File: src/rtl/adcw_pkg.sv
package adcw_pkg;
  localparam int FRAME_W = 16;
  localparam int CTRL_W  = 12;
  localparam int DATA_W  = 12;
  localparam int NUM_CH  = 4;

  typedef struct packed {
    logic [1:0] chan;
    logic [1:0] pwr;
    logic [1:0] seq;
    logic       span_ref;
    logic       straight_bin;
  } ctrl_t;

  localparam ctrl_t CTRL_RST = '{chan: 2'd0, pwr: 2'd3, seq: 2'd0,
                                 span_ref: 1'b0, straight_bin: 1'b0};

  function automatic ctrl_t decode_ctrl(input logic [CTRL_W-1:0] w);
    ctrl_t c;
    c.chan         = w[7:6];
    c.pwr          = w[5:4];
    c.seq          = {w[10], w[3]};
    c.span_ref     = w[1];
    c.straight_bin = w[0];
    return c;
  endfunction

  function automatic logic [DATA_W-1:0] left_align(input logic [DATA_W-1:0] raw,
                                                   input int unsigned res);
    return raw << (DATA_W - res);
  endfunction

  function automatic logic [FRAME_W-1:0] build_result(input logic [1:0] ch,
                                                      input logic [DATA_W-1:0] d);
    return {2'b00, ch, d};
  endfunction
endpackage

File: src/rtl/adcw_sync.sv
module adcw_sync #(
  parameter int WIDTH = 3,
  parameter int STAGES = 2,
  parameter logic [WIDTH-1:0] RST_VAL = '0
) (
  input  logic             clk,
  input  logic             rst_n,
  input  logic [WIDTH-1:0] d,
  output logic [WIDTH-1:0] q
);
  logic [WIDTH-1:0] chain [STAGES];

  always_ff @(posedge clk or negedge rst_n) begin
    if (!rst_n) chain[0] <= RST_VAL;
    else        chain[0] <= d;
  end

  generate
    for (genvar s = 1; s < STAGES; s++) begin : g_stage
      always_ff @(posedge clk or negedge rst_n) begin
        if (!rst_n) chain[s] <= RST_VAL;
        else        chain[s] <= chain[s-1];
      end
    end
  endgenerate

  assign q = chain[STAGES-1];
endmodule

File: src/rtl/adcw_deframer.sv
module adcw_deframer
  import adcw_pkg::*;
#(
  localparam int CNT_W = $clog2(FRAME_W + 1)
) (
  input  logic              clk,
  input  logic              rst_n,
  input  logic              sclk_s,
  input  logic              cs_s,
  input  logic              mosi_s,
  output logic              selected,
  output logic              cs_fall,
  output logic              sclk_fall,
  output logic [CNT_W-1:0]  bit_cnt,
  output logic              frame_end,
  output logic [CTRL_W-1:0] ctrl_word
);
  logic sclk_q, cs_q, sclk_rise, take;
  logic [CTRL_W-1:0] sh;
  logic [CNT_W-1:0]  cnt;

  assign selected  = ~cs_q;
  assign sclk_rise = sclk_s & ~sclk_q;
  assign sclk_fall = ~sclk_s & sclk_q;
  assign cs_fall   = ~cs_s & cs_q;
  assign take      = sclk_rise & selected & (cnt < CNT_W'(FRAME_W));
  assign frame_end = take & (cnt == CNT_W'(FRAME_W - 1));
  assign bit_cnt   = cnt;
  assign ctrl_word = sh;

  always_ff @(posedge clk or negedge rst_n) begin
    if (!rst_n) begin
      sclk_q <= 1'b0;
      cs_q   <= 1'b1;
      sh     <= '0;
      cnt    <= '0;
    end else begin
      sclk_q <= sclk_s;
      cs_q   <= cs_s;
      if (take && cnt < CNT_W'(CTRL_W)) sh <= {sh[CTRL_W-2:0], mosi_s};
      if (cs_s)      cnt <= '0;
      else if (take) cnt <= cnt + 1'b1;
    end
  end


  cnt_bound_chk: assert property (@(posedge clk) disable iff (!rst_n)
    cnt <= CNT_W'(FRAME_W));


  desel_clear_chk: assert property (@(posedge clk) disable iff (!rst_n)
    cs_s |=> (cnt == '0));
endmodule

File: src/rtl/adcw_serializer.sv
module adcw_serializer
  import adcw_pkg::*;
(
  input  logic               clk,
  input  logic               rst_n,
  input  logic               load,
  input  logic [FRAME_W-1:0] load_word,
  input  logic               shift,
  output logic               out_bit
);
  logic [FRAME_W-1:0] sh;

  always_ff @(posedge clk or negedge rst_n) begin
    if (!rst_n)     sh <= '0;
    else if (load)  sh <= load_word;
    else if (shift) sh <= {sh[FRAME_W-2:0], 1'b0};
  end

  assign out_bit = sh[FRAME_W-1];


  tx_order_chk: assert property (@(posedge clk) disable iff (!rst_n)
    (shift && !load) |=> (out_bit == $past(sh[FRAME_W-2])));
endmodule

File: src/rtl/adcw_ctrl_rx.sv
module adcw_ctrl_rx
  import adcw_pkg::*;
#(
  parameter int RES_BITS = 12,
  parameter int SYNC_STAGES = 2
) (
  input  logic                       clk,
  input  logic                       rst_n,
  input  logic                       spi_sclk,
  input  logic                       spi_cs_n,
  input  logic                       spi_mosi,
  input  logic [NUM_CH*RES_BITS-1:0] sample_bus,
  output logic                       spi_miso,
  output logic [1:0]                 chan_sel,
  output logic [1:0]                 pwr_mode,
  output logic [1:0]                 seq_mode,
  output logic                       span_ref,
  output logic                       straight_bin
);
  localparam int CNT_W = $clog2(FRAME_W + 1);

  logic sclk_s, cs_s, mosi_s;
  logic selected, cs_fall, sclk_fall, frame_end, upd, tx_shift, tx_bit;
  logic [CNT_W-1:0]  bit_cnt;
  logic [CTRL_W-1:0] ctrl_word;
  logic [RES_BITS-1:0] smp [NUM_CH];
  logic [FRAME_W-1:0] result;
  ctrl_t ctrl_q;

  adcw_sync #(.WIDTH(3), .STAGES(SYNC_STAGES), .RST_VAL(3'b010)) u_sync (
    .clk(clk), .rst_n(rst_n),
    .d({spi_mosi, spi_cs_n, spi_sclk}),
    .q({mosi_s, cs_s, sclk_s})
  );

  adcw_deframer u_rx (
    .clk(clk), .rst_n(rst_n), .sclk_s(sclk_s), .cs_s(cs_s), .mosi_s(mosi_s),
    .selected(selected), .cs_fall(cs_fall), .sclk_fall(sclk_fall),
    .bit_cnt(bit_cnt), .frame_end(frame_end), .ctrl_word(ctrl_word)
  );

  generate
    for (genvar c = 0; c < NUM_CH; c++) begin : g_smp
      assign smp[c] = sample_bus[c*RES_BITS +: RES_BITS];
    end
  endgenerate

  assign result = build_result(ctrl_q.chan,
                               left_align(DATA_W'(smp[ctrl_q.chan]), RES_BITS));

  assign tx_shift = sclk_fall & selected & (bit_cnt != '0)
                    & (bit_cnt < CNT_W'(FRAME_W));

  adcw_serializer u_tx (
    .clk(clk), .rst_n(rst_n), .load(cs_fall), .load_word(result),
    .shift(tx_shift), .out_bit(tx_bit)
  );

  assign upd = frame_end & ctrl_word[CTRL_W-1];

  always_ff @(posedge clk or negedge rst_n) begin
    if (!rst_n)   ctrl_q <= CTRL_RST;
    else if (upd) ctrl_q <= decode_ctrl(ctrl_word);
  end

  assign spi_miso     = selected & tx_bit;
  assign chan_sel     = ctrl_q.chan;
  assign pwr_mode     = ctrl_q.pwr;
  assign seq_mode     = ctrl_q.seq;
  assign span_ref     = ctrl_q.span_ref;
  assign straight_bin = ctrl_q.straight_bin;


  reg_hold_chk: assert property (@(posedge clk) disable iff (!rst_n)
    !upd |=> $stable(ctrl_q));


  seq_split_chk: assert property (@(posedge clk) disable iff (!rst_n)
    upd |=> (seq_mode == $past({ctrl_word[10], ctrl_word[3]})));
endmodule

File: config.mk
export PLATFORM = sky130hd
export DESIGN_NAME = adcw_ctrl_rx
export DESIGN_NICKNAME = d
export VERILOG_FILES = /design/src/rtl/adcw_pkg.sv /design/src/rtl/adcw_sync.sv /design/src/rtl/adcw_deframer.sv /design/src/rtl/adcw_serializer.sv /design/src/rtl/adcw_ctrl_rx.sv
export SDC_FILE = /design/constraint.sdc
export NUM_CORES = 1
export LEC_CHECK = 0
export ABC_AREA = 0
export CAP_MARGIN = 20
export CORE_ASPECT_RATIO = 2
export CORE_MARGIN = 3
export CORE_UTILIZATION = 52
export DETAILED_ROUTE_END_ITERATION = 8
export DONT_BUFFER_PORTS = 1
export HOLD_SLACK_MARGIN = 0.05
export PLACE_DENSITY = 0.67
export SLEW_MARGIN = 0
export SYNTH_ARGS = -nofsm -noshare
export SYNTH_HDL_FRONTEND = slang
export SYNTH_SLANG_ARGS = --single-unit
File: constraint.sdc
create_clock -name clk -period 2.2 [get_ports clk]
set_input_delay 0.11 -clock clk [delete_from_list [all_inputs] [get_ports clk]]
set_output_delay 0.11 -clock clk [all_outputs]
set_load 0.1 [all_outputs]
==> metrics.cfg, run 1 <==
[outcome]
status=finished clean

[critical_path]
crit_family=simple AND/OR/NAND/NOR gates
critical_path_class=reg2reg
path_cells=nor4b_2 -> and3_1 -> mux2_1
crit_fanout=8
crit_arrival_ps=1980
crit_path_start_kind=register
slowest_stage=and3_1
reg2reg_depth=3
crit_buf_inv=0
rrSetupSlack_ps=400
crit_start=u_rx.bit_cnt[4]
r2r_start=u_rx.bit_cnt[4]
end_kind=register
reg2reg_to=seq_mode[0]
slowest_delay_ps=470
required_ps=2380

[placement]
placed_cell_area_um2=2410
pre_cts_ws_ps=375
dp.cells=240
gp_congestion=0.934
dp_hpwl_mm=3.41
io_buffers=0

[sta]
worstMarginPinSlew_ps=612
holdWs_ps=175
drv_slew=0
clock_skew_ps=6.51
fmax_mhz=556
timing.final.ws_setup_ps=402
rsz0062_at_grt=false
slew_headroom_pct=59.2
finalHoldViolations=0
layout_min_cycle_time_ps=1800
fin_crit_sh_pct=81.7
setup_violations=0
fin_tns_setup_ps=0

[drt]
vias=1537
viasPerCell=6.08
drtIter0Drc=29
first_pass_iters=4
routedWlPerCell_um=18.2
ant_nets=0
drcViolationCount=0
wl_mm=4.59

[global_routing]
grt_pass1_wl_mm=7.29
grt_start_max_net_pins=50
overflow=0
use_met3_pct=5.63
grtUsageTotal_pct=18.6
grt_util_met2_pct=30.8
grt_pass1_vias=1556
grt-busiest-layer=met2
met1_usage_pct=22.1
antenna_found_initial=2

[final_layout]
layout-drive-gt1-share_pct=25.9
nets=256
utilization_pct=61.0
final_common_cell=dfrtp_1
diodes=0
n_fill_cell=364
final_cell_mix=dfrtp_1 (43), nand2_1 (34), nand3_1 (16)
syn2layout_area_growth_pct=10.7
fin_cells=253
final_area_um2=2570

[clock_tree]
cts_setup_buffers=0
clkSinkCount=49
htree_levels=2
path_clk_slew_ps=90
clkLatencyLatePin_ps=300
clockRootBuffer=clkbuf_8
cts_buffers=5
cts_resized=0
ctsHoldBuffers=5
clockBufferDepth=2
cts_tree=done

[yosys]
synth_cells=191
netlist.area_leader.share_pct=47.5
yosysTopAreaCell=dfrtp_1
syn_nets=247
ys_ff_latch=49
synth_area_leaders=dfrtp_1 (47%), mux4_2 (12%), mux2_2 (5.8%)
yosysSeqAreaShare_pct=53.1
ys_types=25
avgSynthCellArea_um2=12.1
synthesis.area_um2=2320
yosys_warnings=0

[die]
ios=62
start_util_pct=55.1
rows=33
die_h_um=100
coreArea_um2=4210
die-area_um2=5350
die_w_um=53.2

[pwr]
comb_power_share_pct=10.6
clockPowerShare_pct=29.4
netSwitchingPower_mw=0.440
powerDensity_nw_per_um2=710
p_int_mw=1.38
power_mw=1.82
vdd_drop_max_mv=0.452
leakage_nw=1.07
switching_share_pct=24.1
power_frac_seq_pct=59.9

[min_path]
hold_class=in2reg
hold_path_depth=3
min_from=sample_bus[0]
min_to=u_tx.sh[0]

[flow_run]
maxCapViolCount=0

[kinds of logic (layout without fill, tap and decap cells)]
family                     Yosys count  after routing  synth area share, %
and+or+nand+nor                     65             65                 14.0
DFF                                 49             49                 53.1
muxes                               32             32                 21.4
AOI/OAI and AO/OA                   25             25                 6.80
buffers and inverters               17             27                 3.07
adders and majority gates            3              3                 1.62
[area by class of cell]
class | count | area, um2 | share of cell area [%]
Sequential cell | 49 | 1230 | 48.0
Multi-Input combinational cell | 125 | 1020 | 39.6
Timing Repair Buffer | 15 | 143 | 5.55
Clock buffer | 7 | 86.3 | 3.36
Tap cell | 52 | 65.1 | 2.53
Inverter | 4 | 15.0 | 0.585
Clock inverter | 1 | 7.51 | 0.292
[synthesized netlist by cell type]
| cell type | instances |
|---|---|
| mux2_1 | 8 |
| nor2b_1 | 3 |
| nor2_1 | 2 |
| dfrtp_1 | 44 |
| o21ai_1 | 1 |
| dfstp_2 | 5 |
| o211ai_1 | 13 |
| o21ai_0 | 5 |
| nor4b_2 | 2 |
| mux4_2 | 12 |
| or3b_2 | 1 |
| nor3b_1 | 1 |
| nand2b_1 | 1 |
| nand2_1 | 34 |
| and3_1 | 1 |
| a21oi_1 | 6 |
| inv_1 | 4 |
| nand3_1 | 16 |
| buf_2 | 3 |
| or3_1 | 2 |
| ha_1 | 3 |
| clkbuf_1 | 9 |
| mux2_2 | 12 |
| or4b_1 | 2 |
| buf_4 | 1 |
[per-layer routing]
layer	vias up	wire (um)
met5	-	29
met4	4	77
met3	10	315
met2	52	2480
met1	769	1700
li1	702	-
[power by group through the flow]
stage               logic (mW)  clock network (mW)  registers [mW]
finish                   0.194               0.537            1.09
CTS                      0.199               0.553            1.09
floorplan                0.147                   0            1.08
global placement         0.159                   0            1.10
global route             0.216               0.589            1.11
detailed placement       0.169                   0            1.11
[worst register-to-register path: cells and delay by family (launching register included)]
family | cells | cell delay (ps)
flops | 1 | 430
simple gates | 2 | 890
mux | 1 | 370
[registers in the layout (all words and copies together) (netlist names)]
register        flops
u_tx.sh            16
u_rx.ctrl_word     12
u_rx.bit_cnt        5
u_sync.chain        3
u_sync.q            3
chan_sel            2
pwr_mode            2
seq_mode            2
span_ref            1
straight_bin        1
u_rx.cs_q           1
u_rx.sclk_q         1
[how the worst max path moves through the flow]
stage,endpoint,slack [ps],cells after the start
6_report,seq_mode[0],400,3
5_1_grt,span_ref,260,3
3_5_place_dp,seq_mode[0],380,3
3_3_place_gp,chan_sel[0],460,3
4_1_cts,seq_mode[0],370,3
2_1_floorplan,u_tx.sh[2],180,5
Note: power is estimated with default switching activity, not from simulation.
==> run 2, diff against run 1 <==
- clock period: 2.2 -> 1.7 ns (I/O delays scaled with it)
==> run 2 against run 1 <==
Compared with the run above:
- combinational power rose by 34%
- maximum frequency rose by 9.8%
- die area did not move
- first-iteration DRC count rose by 31%
- non-clock buffer count rose by 5
- setup slack got worse by 340 ps
- sequential cell count did not move
- via count rose by 0.78%
- global-route usage rose by 0.25 points
- clock skew fell by 3.1 ps
- power rose by 29%
- hold slack got worse by 27 ps
- largest power group unchanged
==> metrics.cfg, run 2 (synthesis gave the netlist of run 1 again) <==
[die]
die-area_um2=5350
ios=62
start_util_pct=55.1
rows=33
coreArea_um2=4210
die_h_um=100
die_w_um=53.2

[sta]
holdWs_ps=147
fmax_mhz=611
setup_violations=0
drv_slew=0
clock_skew_ps=3.40
slew_headroom_pct=78.5
finalHoldViolations=0
fin_crit_sh_pct=96.3
worstMarginPinSlew_ps=322
layout_min_cycle_time_ps=1640
rsz0062_at_grt=true

[global_routing]
grtUsageTotal_pct=18.9
overflow=0
antenna_found_initial=0
grt_start_max_net_pins=50
grt_pass1_vias=1690
grt_pass1_wl_mm=7.56

[clock_tree]
path_clk_slew_ps=90
htree_levels=2
clkSinkCount=49
clkLatencyLatePin_ps=300
clockBufferDepth=2
cts_buffers=5
clockRootBuffer=clkbuf_8
cts_setup_buffers=0
cts_tree=done

[outcome]
status=finished clean

[pwr]
powerDensity_nw_per_um2=884
leakage_nw=1.10
vdd_drop_max_mv=0.747

[drt]
wl_mm=4.51
drtIter0Drc=38
viasPerCell=6.00
drcViolationCount=0
vias=1549
routedWlPerCell_um=17.5
first_pass_iters=5
ant_nets=0

[placement]
gp_congestion=0.842
dp_hpwl_mm=3.40
io_buffers=0
dp.cells=245

[final_layout]
syn2layout_area_growth_pct=14.5
utilization_pct=63.0
diodes=0
nets=261
largest_reg_flops=16
n_fill_cell=334
regMostFlops=u_tx.sh
fin_cells=258
final_common_cell=dfrtp_1
final_cell_mix=dfrtp_1 (41), nand2_1 (34), nand3_1 (16)
layout-drive-gt1-share_pct=32.5

[critical_path]
crit_start=u_rx.bit_cnt[4]
cp-endpoint=u_rx.bit_cnt[3]
required_ps=1920
r2r_start=u_rx.bit_cnt[4]
crit_fanout=7
crit_arrival_ps=1860
reg2reg_depth=3
end_kind=register
reg2reg_to=u_rx.bit_cnt[3]
crit_path_start_kind=register
critical_path_class=reg2reg
rrSetupSlack_ps=60

[flow_run]
maxCapViolCount=0

[min_path]
hold_class=in2reg

## run 2: changes by cell type in the layout (fill, tap and decap cells not counted), moves of 2 or more
cell     delta
buf_4       +3
dfrtp_1     -2
ha_1        -2
ha_2        +2
## run 2: layout make-up
type	instances	area, um2	area share [%]
clock buffers	5	68.8	2.59
clock inverters	3	21.3	0.801
inverters	4	15.0	0.566
multi-input cells	125	1050	39.5
flip-flops and latches	49	1240	46.7
well taps	52	65.1	2.45
repair buffers	20	196	7.40
## run 2: per-stage QoR
stage	setup WS (ps)	setup TNS (ps)	area, um2	power (mW)
after CTS	1.69	0	2620	2.38
final	63.2	0	2660	2.35
after floorplan	-32.6	-171	2340	1.59
after global routing	-7.86	-17.0	2660	2.48
after global placement	73.7	0	2460	1.64
after detailed placement	6.78	0	2460	1.66
## run 2: per-layer routing
metal / GRT usage [%] / part of all wire [%]
met5: 0 / 0
met4: 6.30 / 0.89
met3: 3.70 / 5.0
met2: 31.1 / 55
met1: 24.4 / 39
## run 2: critical path: stages (launching register included)
cell	delay [ps]
dfrtp_2	460
or4b_4	590
or3_1	360
a21oi_1	160
## run 2: worst min path at each step
| stage | start | end | slack [ps] | cells after the start |
|---|---|---|---|---|
| global route | sample_bus[1] | u_tx.sh[1] | 160 | 3 |
| detailed placement | rst_n | u_tx.sh[15] | -210 | 0 |
| global placement | rst_n | u_rx.bit_cnt[2] | -210 | 0 |
| finish | sample_bus[4] | u_tx.sh[4] | 150 | 3 |
| floorplan | rst_n | chan_sel[1] | -210 | 0 |
| CTS | sample_bus[4] | u_tx.sh[4] | 130 | 3 |
## run 2: power by group
part           switching (mW)  internal (mW)
clock network           0.387          0.292
registers              0.0931           1.32
logic                   0.109          0.151
total                   0.589           1.76
## run 2: what timing repair did
item / 4_1_cts / 5_1_grt
gates resized for setup: 1 / 10
pin swaps: 0 / 2
hold buffers: 5 / 0
endpoints found under the setup margin: 1 / 19
endpoints found under the hold margin: 52 / 0
==> run 3, diff against run 2 <==
- CELL_PAD_IN_SITES_DETAIL_PLACEMENT: unset -> 0
- CELL_PAD_IN_SITES_GLOBAL_PLACEMENT: unset -> 1
- CORE_UTILIZATION: 52 -> 49
- PLACE_DENSITY: 0.67 -> unset
- PLACE_DENSITY_LB_ADDON: unset -> 0.1
==> run 3 against run 2 <==
Compared with the run above:
- clock skew grew 1.5 ps
- register-to-register slack about the same
- critical endpoint is now seq_mode[0]
- highest routed layer unchanged
- non-clock buffer count did not move
- largest power group unchanged
- core utilization is 3.2 points lower
- critical path depth is 3 higher
- power is 5.9% higher
==> metrics.cfg, run 3 (synthesis gave the netlist of run 1 again) <==
[pwr]
vdd_drop_max_mv=0.829
leakage_nw=1.10
power_mw=2.49
powerDensity_nw_per_um2=931

[die]
rows=34
die-area_um2=5650
die_w_um=54.7
start_util_pct=51.9
coreArea_um2=4470
die_h_um=103
ios=62

[critical_path]
crit_path_start_kind=register
slowest_stage=dfrtp_1
crit_buf_inv=1
critical_path_class=reg2reg
reg2reg_to=seq_mode[0]
crit_fanout=8
crit_family=flip-flops
path_cells=ha_2 -> inv_1 -> nor2_1 -> ha_2 -> and3_4 -> mux2_1
slowest_delay_ps=400
r2r_start=u_rx.bit_cnt[0]
required_ps=1880
crit_top_cell=ha_2
reg2reg_depth=6
rrSetupSlack_ps=80
end_kind=register
crit_arrival_ps=1810

[final_layout]
diodes=0
seq_area_um2=1240
final_common_cell=dfrtp_1
layout-drive-gt1-share_pct=32.5
regMostFlops=u_tx.sh
multiInputGateArea_um2=1060
n_fill_cell=382
syn2layout_area_growth_pct=15.2
nets=261
final_area_um2=2670
largest_reg_flops=16
final_cell_mix=dfrtp_1 (41), nand2_1 (34), nand3_1 (16)

[drt]
first_pass_iters=4
ant_nets=0
drcViolationCount=0
drtIter0Drc=20
routedWlPerCell_um=18.8
viasPerCell=5.86
vias=1523
wl_mm=4.89

[global_routing]
grtUsageTotal_pct=19.5
grt_pass1_vias=1641
antenna_found_initial=0
overflow=0
grt_start_max_net_pins=50
grt_pass1_wl_mm=7.96

[flow_run]
maxCapViolCount=0

[clock_tree]
clkLatencyLatePin_ps=290
cts_buffers=5
cts_tree=done
clkSinkCount=49
htree_levels=2
clockBufferDepth=2
path_clk_slew_ps=90
clockRootBuffer=clkbuf_8

[min_path]
hold_class=in2reg
hold_path_depth=3
min_from=sample_bus[4]
min_to=u_tx.sh[4]

[placement]
dp_hpwl_mm=3.71
placed_cell_area_um2=2460
io_buffers=0
gp_congestion=0.874

[sta]
worstMarginPinSlew_ps=346
fin_crit_sh_pct=95.5
finalHoldViolations=0
slew_headroom_pct=76.9
clock_skew_ps=4.86
drv_slew=0
layout_min_cycle_time_ps=1620
fmax_mhz=616
rsz0062_at_grt=true
setup_violations=0

[outcome]
status=finished clean

[run 3: per-stage QoR]
step | hold WS, ps | TNS [ps] | util [%] | worst slack (ps) | instances
final | 148 | 0 | 59.8 | 75.8 | 260
after global routing | 150 | 0 | 59.8 | 2.85 | 260
after CTS | 137 | 0 | 59.4 | 8.42 | 260
after detailed placement | -209 | 0 | 55.2 | 1.77 | 247
after global placement | -209 | 0 | 55.2 | 45.2 | 247
after floorplan | -211 | -171 | - | -32.6 | 191
[run 3: worst max-delay path by stage]
stage               cells after the start            start         endpoint
finish                                  6  u_rx.bit_cnt[0]      seq_mode[0]
global route                            6  u_rx.bit_cnt[0]      seq_mode[0]
CTS                                     7  u_rx.bit_cnt[0]         span_ref
detailed placement                      3  u_rx.bit_cnt[4]  u_rx.bit_cnt[3]
global placement                        4  u_rx.bit_cnt[4]      chan_sel[1]
floorplan                               5      chan_sel[0]       u_tx.sh[2]
[run 3: final cells by class]
class | instances | area share [%]
tap | 54 | 2.53
multi-input combinational | 125 | 39.6
timing repair buffer | 20 | 6.74
clock buffer | 6 | 2.72
sequential | 49 | 46.4
clock inverter | 2 | 1.45
inverter | 4 | 0.562
[run 3: where the power goes]
part | switching, mW | internal, mW | total [mW]
Clock | 0.367 | 0.442 | 0.808
Sequential | 0.103 | 1.32 | 1.42
Combinational | 0.109 | 0.151 | 0.260
Total | 0.578 | 1.91 | 2.49
[run 3: worst register-to-register path, stage by stage, from the launching register on]
cell and delay (ps):
dfrtp_1 400, ha_2 190, inv_1 60, nor2_1 100
ha_2 180, and3_4 260, mux2_1 340
[run 3: per-layer routing]
layer	global-route usage [%]	part of all wire [%]
met1	22.3	34
met5	0	0
met4	6.33	1.5
met2	33.2	54
met3	6.31	10
[run 3: timing repair]
action / 4_1_cts / 5_1_grt
hold buffers: 5 / 0
endpoints found under the setup margin: 7 / 20
endpoints found under the hold margin: 52 / 0
buffers inserted: 0 / 1
pin swaps: 0 / 3
gates resized for setup: 2 / 9
